`config.mk`:
```
export PLATFORM = sky130hd
export DESIGN_NAME = bmv_top
export DESIGN_NICKNAME = d
export VERILOG_FILES = /design/src/rtl/bmv_pkg.sv /design/src/rtl/bmv_regs.sv /design/src/rtl/bmv_share.sv /design/src/rtl/bmv_engine.sv /design/src/rtl/bmv_top.sv
export SDC_FILE = /design/constraint.sdc
export NUM_CORES = 1
export LEC_CHECK = 0
export ABC_AREA = 1
export BUFFER_PORTS_ARGS = -buffer_cell sky130_fd_sc_hd__buf_2
export CORE_MARGIN = 2
export CORE_UTILIZATION = 45
export CTS_CLUSTER_SIZE = 24
export DETAILED_ROUTE_END_ITERATION = 10
export GPL_ROUTABILITY_DRIVEN = 0
export PLACE_DENSITY = 0.71
export SETUP_SLACK_MARGIN = 0.3
export SLEW_MARGIN = 10
export SYNTH_ARGS = -nofsm -noshare
export SYNTH_HDL_FRONTEND = slang
export SYNTH_SLANG_ARGS = --single-unit
export TNS_END_PERCENT = 10
```
`constraint.sdc`:
```
create_clock -name clk -period 6.1 [get_ports clk]
set_input_delay 0.61 -clock clk [delete_from_list [all_inputs] [get_ports clk]]
set_output_delay 0.61 -clock clk [all_outputs]
set_load 0.01 [all_outputs]
```
`src/rtl/bmv_pkg.sv`:
```
package bmv_pkg;

  typedef enum logic [1:0] {
    SHARE_HALT  = 2'd0,
    SHARE_STEAL = 2'd1,
    SHARE_SLOT  = 2'd2,
    SHARE_RSVD  = 2'd3
  } share_e;

  typedef enum logic [2:0] {
    RS_ADDR  = 3'd0,
    RS_COUNT = 3'd1,
    RS_DEV   = 3'd2,
    RS_CTRL  = 3'd3,
    RS_CMD   = 3'd4
  } regsel_e;

  typedef enum logic [2:0] {
    ST_IDLE    = 3'd0,
    ST_DEV_IN  = 3'd1,
    ST_MEM_WR  = 3'd2,
    ST_MEM_RD  = 3'd3,
    ST_DEV_OUT = 3'd4
  } eng_st_e;

  localparam int CTRL_DIR_BIT   = 0;
  localparam int CTRL_MODE_LSB  = 1;
  localparam int CMD_START_BIT  = 0;
  localparam int CMD_CLEAR_BIT  = 1;

endpackage

```
`src/rtl/bmv_regs.sv`:
```
module bmv_regs
  import bmv_pkg::*;
#(
  parameter int AW   = 16,
  parameter int DEVW = 4
) (
  input  logic            clk,
  input  logic            rst_n,
  input  logic            cfg_we,
  input  logic [2:0]      cfg_sel,
  input  logic [AW-1:0]   cfg_wdata,
  input  logic            busy_i,
  input  logic            done_i,
  output logic [AW-1:0]   base_o,
  output logic [AW-1:0]   cnt_o,
  output logic [DEVW-1:0] dev_o,
  output logic            dir_o,
  output share_e          mode_o,
  output logic            start_o,
  output logic            irq_o
);

  logic [AW-1:0]   base_q, cnt_q;
  logic [DEVW-1:0] dev_q;
  logic            dir_q, irq_q, irq_d;
  share_e          mode_q;

  logic en_addr, en_cnt, en_dev, en_ctrl, is_cmd, clr_req;

  always_comb begin
    en_addr = cfg_we && (cfg_sel == RS_ADDR);
    en_cnt  = cfg_we && (cfg_sel == RS_COUNT);
    en_dev  = cfg_we && (cfg_sel == RS_DEV);
    en_ctrl = cfg_we && (cfg_sel == RS_CTRL);
    is_cmd  = cfg_we && (cfg_sel == RS_CMD);
    start_o = is_cmd && cfg_wdata[CMD_START_BIT] && !busy_i;
    clr_req = is_cmd && cfg_wdata[CMD_CLEAR_BIT];
    // completion wins over a clear in the same cycle
    irq_d   = done_i ? 1'b1 : (clr_req ? 1'b0 : irq_q);
  end

  always_ff @(posedge clk or negedge rst_n) begin
    if (!rst_n) begin
      base_q <= '0;
      cnt_q  <= '0;
      dev_q  <= '0;
      dir_q  <= 1'b0;
      mode_q <= SHARE_HALT;
      irq_q  <= 1'b0;
    end else begin
      if (en_addr) base_q <= cfg_wdata;
      if (en_cnt)  cnt_q  <= cfg_wdata;
      if (en_dev)  dev_q  <= cfg_wdata[DEVW-1:0];
      if (en_ctrl) begin
        dir_q  <= cfg_wdata[CTRL_DIR_BIT];
        mode_q <= share_e'(cfg_wdata[CTRL_MODE_LSB +: 2]);
      end
      irq_q <= irq_d;
    end
  end

  assign base_o = base_q;
  assign cnt_o  = cnt_q;
  assign dev_o  = dev_q;
  assign dir_o  = dir_q;
  assign mode_o = mode_q;
  assign irq_o  = irq_q;

endmodule

```
`src/rtl/bmv_share.sv`:
```
module bmv_share
  import bmv_pkg::*;
(
  input  share_e mode_i,
  input  logic   busy_i,
  input  logic   mem_phase_i,
  input  logic   bus_grant_i,
  input  logic   slot_phase_i,
  output logic   bus_req_o,
  output logic   cpu_stop_o,
  output logic   mem_ok_o
);

  always_comb begin
    bus_req_o  = 1'b0;
    cpu_stop_o = 1'b0;
    mem_ok_o   = 1'b0;
    unique case (mode_i)
      SHARE_STEAL: begin
        bus_req_o = mem_phase_i;
        mem_ok_o  = bus_grant_i;
      end
      SHARE_SLOT: begin
        mem_ok_o  = slot_phase_i;
      end
      default: begin
        bus_req_o  = busy_i;
        cpu_stop_o = busy_i;
        mem_ok_o   = bus_grant_i;
      end
    endcase
  end

endmodule

```
`src/rtl/bmv_engine.sv`:
```
module bmv_engine
  import bmv_pkg::*;
#(
  parameter int AW   = 16,
  parameter int DW   = 16,
  parameter int DEVW = 4
) (
  input  logic            clk,
  input  logic            rst_n,
  input  logic            start_i,
  input  logic [AW-1:0]   base_i,
  input  logic [AW-1:0]   cnt_i,
  input  logic [DEVW-1:0] dev_i,
  input  logic            dir_i,
  input  share_e          mode_i,
  input  logic            mem_ok_i,
  input  logic            mem_ready_i,
  input  logic [DW-1:0]   mem_rdata_i,
  input  logic            dev_rx_valid_i,
  input  logic [DW-1:0]   dev_rx_data_i,
  input  logic            dev_tx_ready_i,
  output logic            busy_o,
  output logic            mem_phase_o,
  output logic            done_o,
  output share_e          mode_run_o,
  output logic            mem_valid_o,
  output logic            mem_we_o,
  output logic [AW-1:0]   mem_addr_o,
  output logic [DW-1:0]   mem_wdata_o,
  output logic [DEVW-1:0] dev_sel_o,
  output logic            dev_rx_ready_o,
  output logic            dev_tx_valid_o,
  output logic [DW-1:0]   dev_tx_data_o
);

  localparam logic [AW-1:0] ONE = AW'(1);

  eng_st_e         st_q, st_d;
  logic [AW-1:0]   addr_q, addr_d, left_q, left_d;
  logic [DW-1:0]   buf_q, buf_d;
  share_e          mode_q, mode_d;
  logic [DEVW-1:0] dev_q, dev_d;
  logic            mem_hs;

  always_comb begin
    st_d   = st_q;
    addr_d = addr_q;
    left_d = left_q;
    buf_d  = buf_q;
    mode_d = mode_q;
    dev_d  = dev_q;
    done_o = 1'b0;
    mem_valid_o    = 1'b0;
    mem_we_o       = 1'b0;
    dev_rx_ready_o = 1'b0;
    dev_tx_valid_o = 1'b0;
    mem_hs = mem_ok_i && mem_ready_i;
    unique case (st_q)
      ST_IDLE: begin
        if (start_i) begin
          if (cnt_i == '0) begin
            done_o = 1'b1;
          end else begin
            st_d   = dir_i ? ST_MEM_RD : ST_DEV_IN;
            addr_d = base_i;
            left_d = cnt_i;
            dev_d  = dev_i;
            mode_d = (mode_i == SHARE_RSVD) ? SHARE_HALT : mode_i;
          end
        end
      end
      ST_DEV_IN: begin
        dev_rx_ready_o = 1'b1;
        if (dev_rx_valid_i) begin
          buf_d = dev_rx_data_i;
          st_d  = ST_MEM_WR;
        end
      end
      ST_MEM_WR: begin
        mem_valid_o = mem_ok_i;
        mem_we_o    = 1'b1;
        if (mem_hs) begin
          addr_d = addr_q + ONE;
          left_d = left_q - ONE;
          if (left_q == ONE) begin
            st_d   = ST_IDLE;
            done_o = 1'b1;
          end else begin
            st_d = ST_DEV_IN;
          end
        end
      end
      ST_MEM_RD: begin
        mem_valid_o = mem_ok_i;
        if (mem_hs) begin
          buf_d  = mem_rdata_i;
          addr_d = addr_q + ONE;
          st_d   = ST_DEV_OUT;
        end
      end
      ST_DEV_OUT: begin
        dev_tx_valid_o = 1'b1;
        if (dev_tx_ready_i) begin
          left_d = left_q - ONE;
          if (left_q == ONE) begin
            st_d   = ST_IDLE;
            done_o = 1'b1;
          end else begin
            st_d = ST_MEM_RD;
          end
        end
      end
      default: st_d = ST_IDLE;
    endcase
  end

  always_ff @(posedge clk or negedge rst_n) begin
    if (!rst_n) begin
      st_q   <= ST_IDLE;
      addr_q <= '0;
      left_q <= '0;
      buf_q  <= '0;
      mode_q <= SHARE_HALT;
      dev_q  <= '0;
    end else begin
      st_q   <= st_d;
      addr_q <= addr_d;
      left_q <= left_d;
      buf_q  <= buf_d;
      mode_q <= mode_d;
      dev_q  <= dev_d;
    end
  end

  assign busy_o        = (st_q != ST_IDLE);
  assign mem_phase_o   = (st_q == ST_MEM_WR) || (st_q == ST_MEM_RD);
  assign mode_run_o    = mode_q;
  assign mem_addr_o    = addr_q;
  assign mem_wdata_o   = buf_q;
  assign dev_tx_data_o = buf_q;
  assign dev_sel_o     = dev_q;

endmodule

```
`src/rtl/bmv_top.sv`:
```
module bmv_top
  import bmv_pkg::*;
#(
  parameter int AW   = 16,
  parameter int DW   = 16,
  parameter int DEVW = 4
) (
  input  logic            clk,
  input  logic            rst_n,
  input  logic            cfg_we,
  input  logic [2:0]      cfg_sel,
  input  logic [AW-1:0]   cfg_wdata,
  output logic            irq,
  output logic            busy,
  output logic            bus_req,
  input  logic            bus_grant,
  output logic            cpu_stop,
  input  logic            slot_phase,
  output logic            mem_valid,
  output logic            mem_we,
  output logic [AW-1:0]   mem_addr,
  output logic [DW-1:0]   mem_wdata,
  input  logic [DW-1:0]   mem_rdata,
  input  logic            mem_ready,
  output logic [DEVW-1:0] dev_sel,
  input  logic            dev_rx_valid,
  input  logic [DW-1:0]   dev_rx_data,
  output logic            dev_rx_ready,
  output logic            dev_tx_valid,
  output logic [DW-1:0]   dev_tx_data,
  input  logic            dev_tx_ready
);

  // reset: asserted asynchronously, released on a clock edge
  logic [1:0] rsync_q;
  logic       core_rst_n;

  always_ff @(posedge clk or negedge rst_n) begin
    if (!rst_n) rsync_q <= 2'b00;
    else        rsync_q <= {rsync_q[0], 1'b1};
  end
  assign core_rst_n = rsync_q[1];

  logic [AW-1:0]   base_w, cnt_w;
  logic [DEVW-1:0] dev_w;
  logic            dir_w, start_w, done_w, mem_phase_w, mem_ok_w;
  share_e          mode_cfg_w, run_mode;

  bmv_regs #(.AW(AW), .DEVW(DEVW)) u_regs (
    .clk      (clk),
    .rst_n    (core_rst_n),
    .cfg_we   (cfg_we),
    .cfg_sel  (cfg_sel),
    .cfg_wdata(cfg_wdata),
    .busy_i   (busy),
    .done_i   (done_w),
    .base_o   (base_w),
    .cnt_o    (cnt_w),
    .dev_o    (dev_w),
    .dir_o    (dir_w),
    .mode_o   (mode_cfg_w),
    .start_o  (start_w),
    .irq_o    (irq)
  );

  bmv_engine #(.AW(AW), .DW(DW), .DEVW(DEVW)) u_eng (
    .clk           (clk),
    .rst_n         (core_rst_n),
    .start_i       (start_w),
    .base_i        (base_w),
    .cnt_i         (cnt_w),
    .dev_i         (dev_w),
    .dir_i         (dir_w),
    .mode_i        (mode_cfg_w),
    .mem_ok_i      (mem_ok_w),
    .mem_ready_i   (mem_ready),
    .mem_rdata_i   (mem_rdata),
    .dev_rx_valid_i(dev_rx_valid),
    .dev_rx_data_i (dev_rx_data),
    .dev_tx_ready_i(dev_tx_ready),
    .busy_o        (busy),
    .mem_phase_o   (mem_phase_w),
    .done_o        (done_w),
    .mode_run_o    (run_mode),
    .mem_valid_o   (mem_valid),
    .mem_we_o      (mem_we),
    .mem_addr_o    (mem_addr),
    .mem_wdata_o   (mem_wdata),
    .dev_sel_o     (dev_sel),
    .dev_rx_ready_o(dev_rx_ready),
    .dev_tx_valid_o(dev_tx_valid),
    .dev_tx_data_o (dev_tx_data)
  );

  bmv_share u_share (
    .mode_i      (run_mode),
    .busy_i      (busy),
    .mem_phase_i (mem_phase_w),
    .bus_grant_i (bus_grant),
    .slot_phase_i(slot_phase),
    .bus_req_o   (bus_req),
    .cpu_stop_o  (cpu_stop),
    .mem_ok_o    (mem_ok_w)
  );

endmodule

```
==> flow_metrics.tcl <==
set metrics [dict create \
    maxCapViolations 0 \
    area_growth_syn_to_layout_pct 15.68 \
    path_clk_slew_ns 0.07 \
    netlist_area_mm2 0.005498 \
    n_antenna_cell 0 \
    grt_overflow 0 \
    min_path_type "input pin to asynchronous set/reset pin" \
    finalCriticalPeriod_ns 2.406 \
    drt_iter0_markers 380 \
    hold_viol 0 \
    syn_area_per_cell_um2 7.439 \
    start_kind "register" \
    synth_top_area_share_pct 45.06 \
    antenna_found_initial 0 \
    yosysTopAreaCell "dfrtp_1" \
    most-common-layout-cells "248 x nand2_1, 118 x buf_2, 98 x dfrtp_1" \
    grt_max_degree 64 \
    fin_skew_ns 0.01068 \
    fp-row-count 40 \
    path_class "register to primary output" \
    nets 896 \
    post_cts_buffers 0 \
    syn_nets 803 \
    yosys-top-cells-area "dfrtp_1 45%, nand2_1 17%, o21ai_0 7.1%" \
    cts_tree "done" \
    placed_cell_area_mm2 0.006051 \
    grt_pass1_wl_um 22160 \
    h-tree-depth 3 \
    synthArstFlopShare_pct 100.0 \
    root_buffer "clkbuf_16" \
    status "completed" \
    synth_edf_count 0 \
    dieArea_mm2 0.01312 \
    die_y_um 114.5 \
    p_leak_uw 0.003320 \
    fp.coreArea_mm2 0.01196 \
    fin_tns_setup_ns 0 \
    max-vdd-ir-drop_mv 0.1932 \
    grt_pass1_vias 4546 \
    finalPower_uw 3023 \
    max_freq_mhz 415.6 \
    dp_hpwl_um 9688 \
    tightest_slew_ns 0.8991 \
    drive_above_1_share_pct 19.71 \
    syn_inst 739 \
    layout_commonest_cell "nand2_1" \
    wirelength_um 13310 \
    maxSlewViolCount 0 \
    drc 0 \
    yosysWarnings 0 \
    clockBufferDepth 2 \
    vias 4989 \
    n_fill_cell 1156 \
    clock_sinks 99 \
    first_pass_iters 5 \
    ys.flop_type "dfrtp_1" \
    clk-insertion-delay-late_ns 0.35 \
    ios 119 \
    track_usage_pct 21.34 \
    fin_crit_sh_pct 39.45 \
    relSlewSlack_pct 39.92 \
    finalSetupViolations 0 \
    cts_buffers 9 \
    final_area_mm2 0.006360 \
    rsz0062_at_grt "no" \
    hold_buffers 0 \
    die_x_um 114.5 \
    worst_setup_path_end_kind "primary output" \
    start_util_pct 45.96 \
    ys_ff_latch 99 \
    crit_required_ns 5.49 \
    cp.arrival_ns 1.80 \
    synth_seq_area_share_pct 45.06 \
    worst-path-max-fanout 23 \
    detail-route-antenna-nets 0 \
    power_density_mw_per_mm2 475.3 \
    wl_per_cell_um 13.53 \
    post_cts_resized 0 \
    port_buffers 118 \
    ys_types 34 \
    routed_via_density 5.070 \
]
==> layout make-up <==
class,count,area (µm²),share of cell area [%]
Multi-Input combinational cell,535,2530,39.78
Sequential cell,99,2481,39.01
Timing Repair Buffer,119,598.1,9.404
Inverter,68,257.7,4.053
Clock buffer,10,239.0,3.758
Tap cell,147,183.9,2.892
Clock inverter,6,70.07,1.102
==> metal layers <==
layer  global-route usage [%]  up-vias  part of all wire, %
li1                         -     2528                    -
met1                    29.68     2269                   47
met2                    34.08      176                   46
met3                    3.335       16                  5.6
met4                    7.317        0                  1.6
met5                        0        -                    0
==> stage by stage <==
step	cells	hold WS [ns]	util [%]	worst slack, ns
floorplan	739	0.3144	-	3.138
global placement	968	0.2988	50.59	3.862
detailed placement	968	0.3000	50.59	3.818
CTS	984	0.02561	53.17	3.666
global route	984	0.02682	53.17	3.502
finish	984	0.03794	53.17	3.694
==> cell usage after synthesis (all sizes together) (2+ instances only) <==
library cell and n:
xnor2 2, buf 26, clkbuf 11, nand3 57
mux2i 16, nand2 254, a21oi 6, ha 5
nand3b 2, or2 13, o21ai 96, dfrtp 99
inv 68, nand4 8, nor2 72
==> sequential cells by signal, summed over array words and instances (netlist names) <==
signal,flops
u_eng.dev_tx_data_o,16
u_eng.left_q,16
u_eng.mem_addr_o,16
u_regs.base_o,16
u_regs.cnt_o,16
u_eng.dev_sel_o,4
u_regs.dev_o,4
u_eng.st_q,3
rsync_q,2
u_eng.mode_run_o,2
u_regs.mode_o,2
u_regs.dir_o,1
u_regs.irq_o,1
==> critical path, cell delays in order, from the launching register on <==
cell and delay, ns:
dfrtp_1 0.50, inv_2 0.10, nand2_4 0.18, inv_2 0.22, a31o_2 0.30, buf_2 0.13
==> cells by family after synthesis <==
group / after synthesis / synth area share (%)
and+or+nand+nor: 407 / 31.73
buffers and inverters: 105 / 8.921
AOI/OAI and AO/OA: 104 / 9.855
DFF: 99 / 45.06
muxes: 16 / 2.913
adders and majority gates: 5 / 1.138
xor gates and xnor gates: 2 / 0.3187
other: 1 / 0.06821
==> report_power, final <==
group	total (µW)	switching, µW	internal, µW	leakage [µW]
logic	1340	857	488	0.00192
clock network	597	264	333	0.000147
registers	1080	209	872	0.00125
total	3020	1330	1690	0.00332
==> path summary, 6_finish.rpt <==
check / from / endpoint / slack, ns / cells after the start
max reg2reg: u_eng.st_q[0] / u_eng.dev_tx_data_o[15] / 3.83 / 6
min reg2reg: rsync_q[1] / u_eng.left_q[10] / 0.28 / 0
min in group clk: rsync_q[0] / rsync_q[1] / 0.35 / 0
max: u_eng.st_q[2] / bus_req / 3.69 / 5
min: rst_n / rsync_q[1] / 0.04 / 1
max in group asynchronous: rsync_q[1] / u_eng.mode_run_o[0] / 4.67 / 1
(Power assumes the default switching activity.)
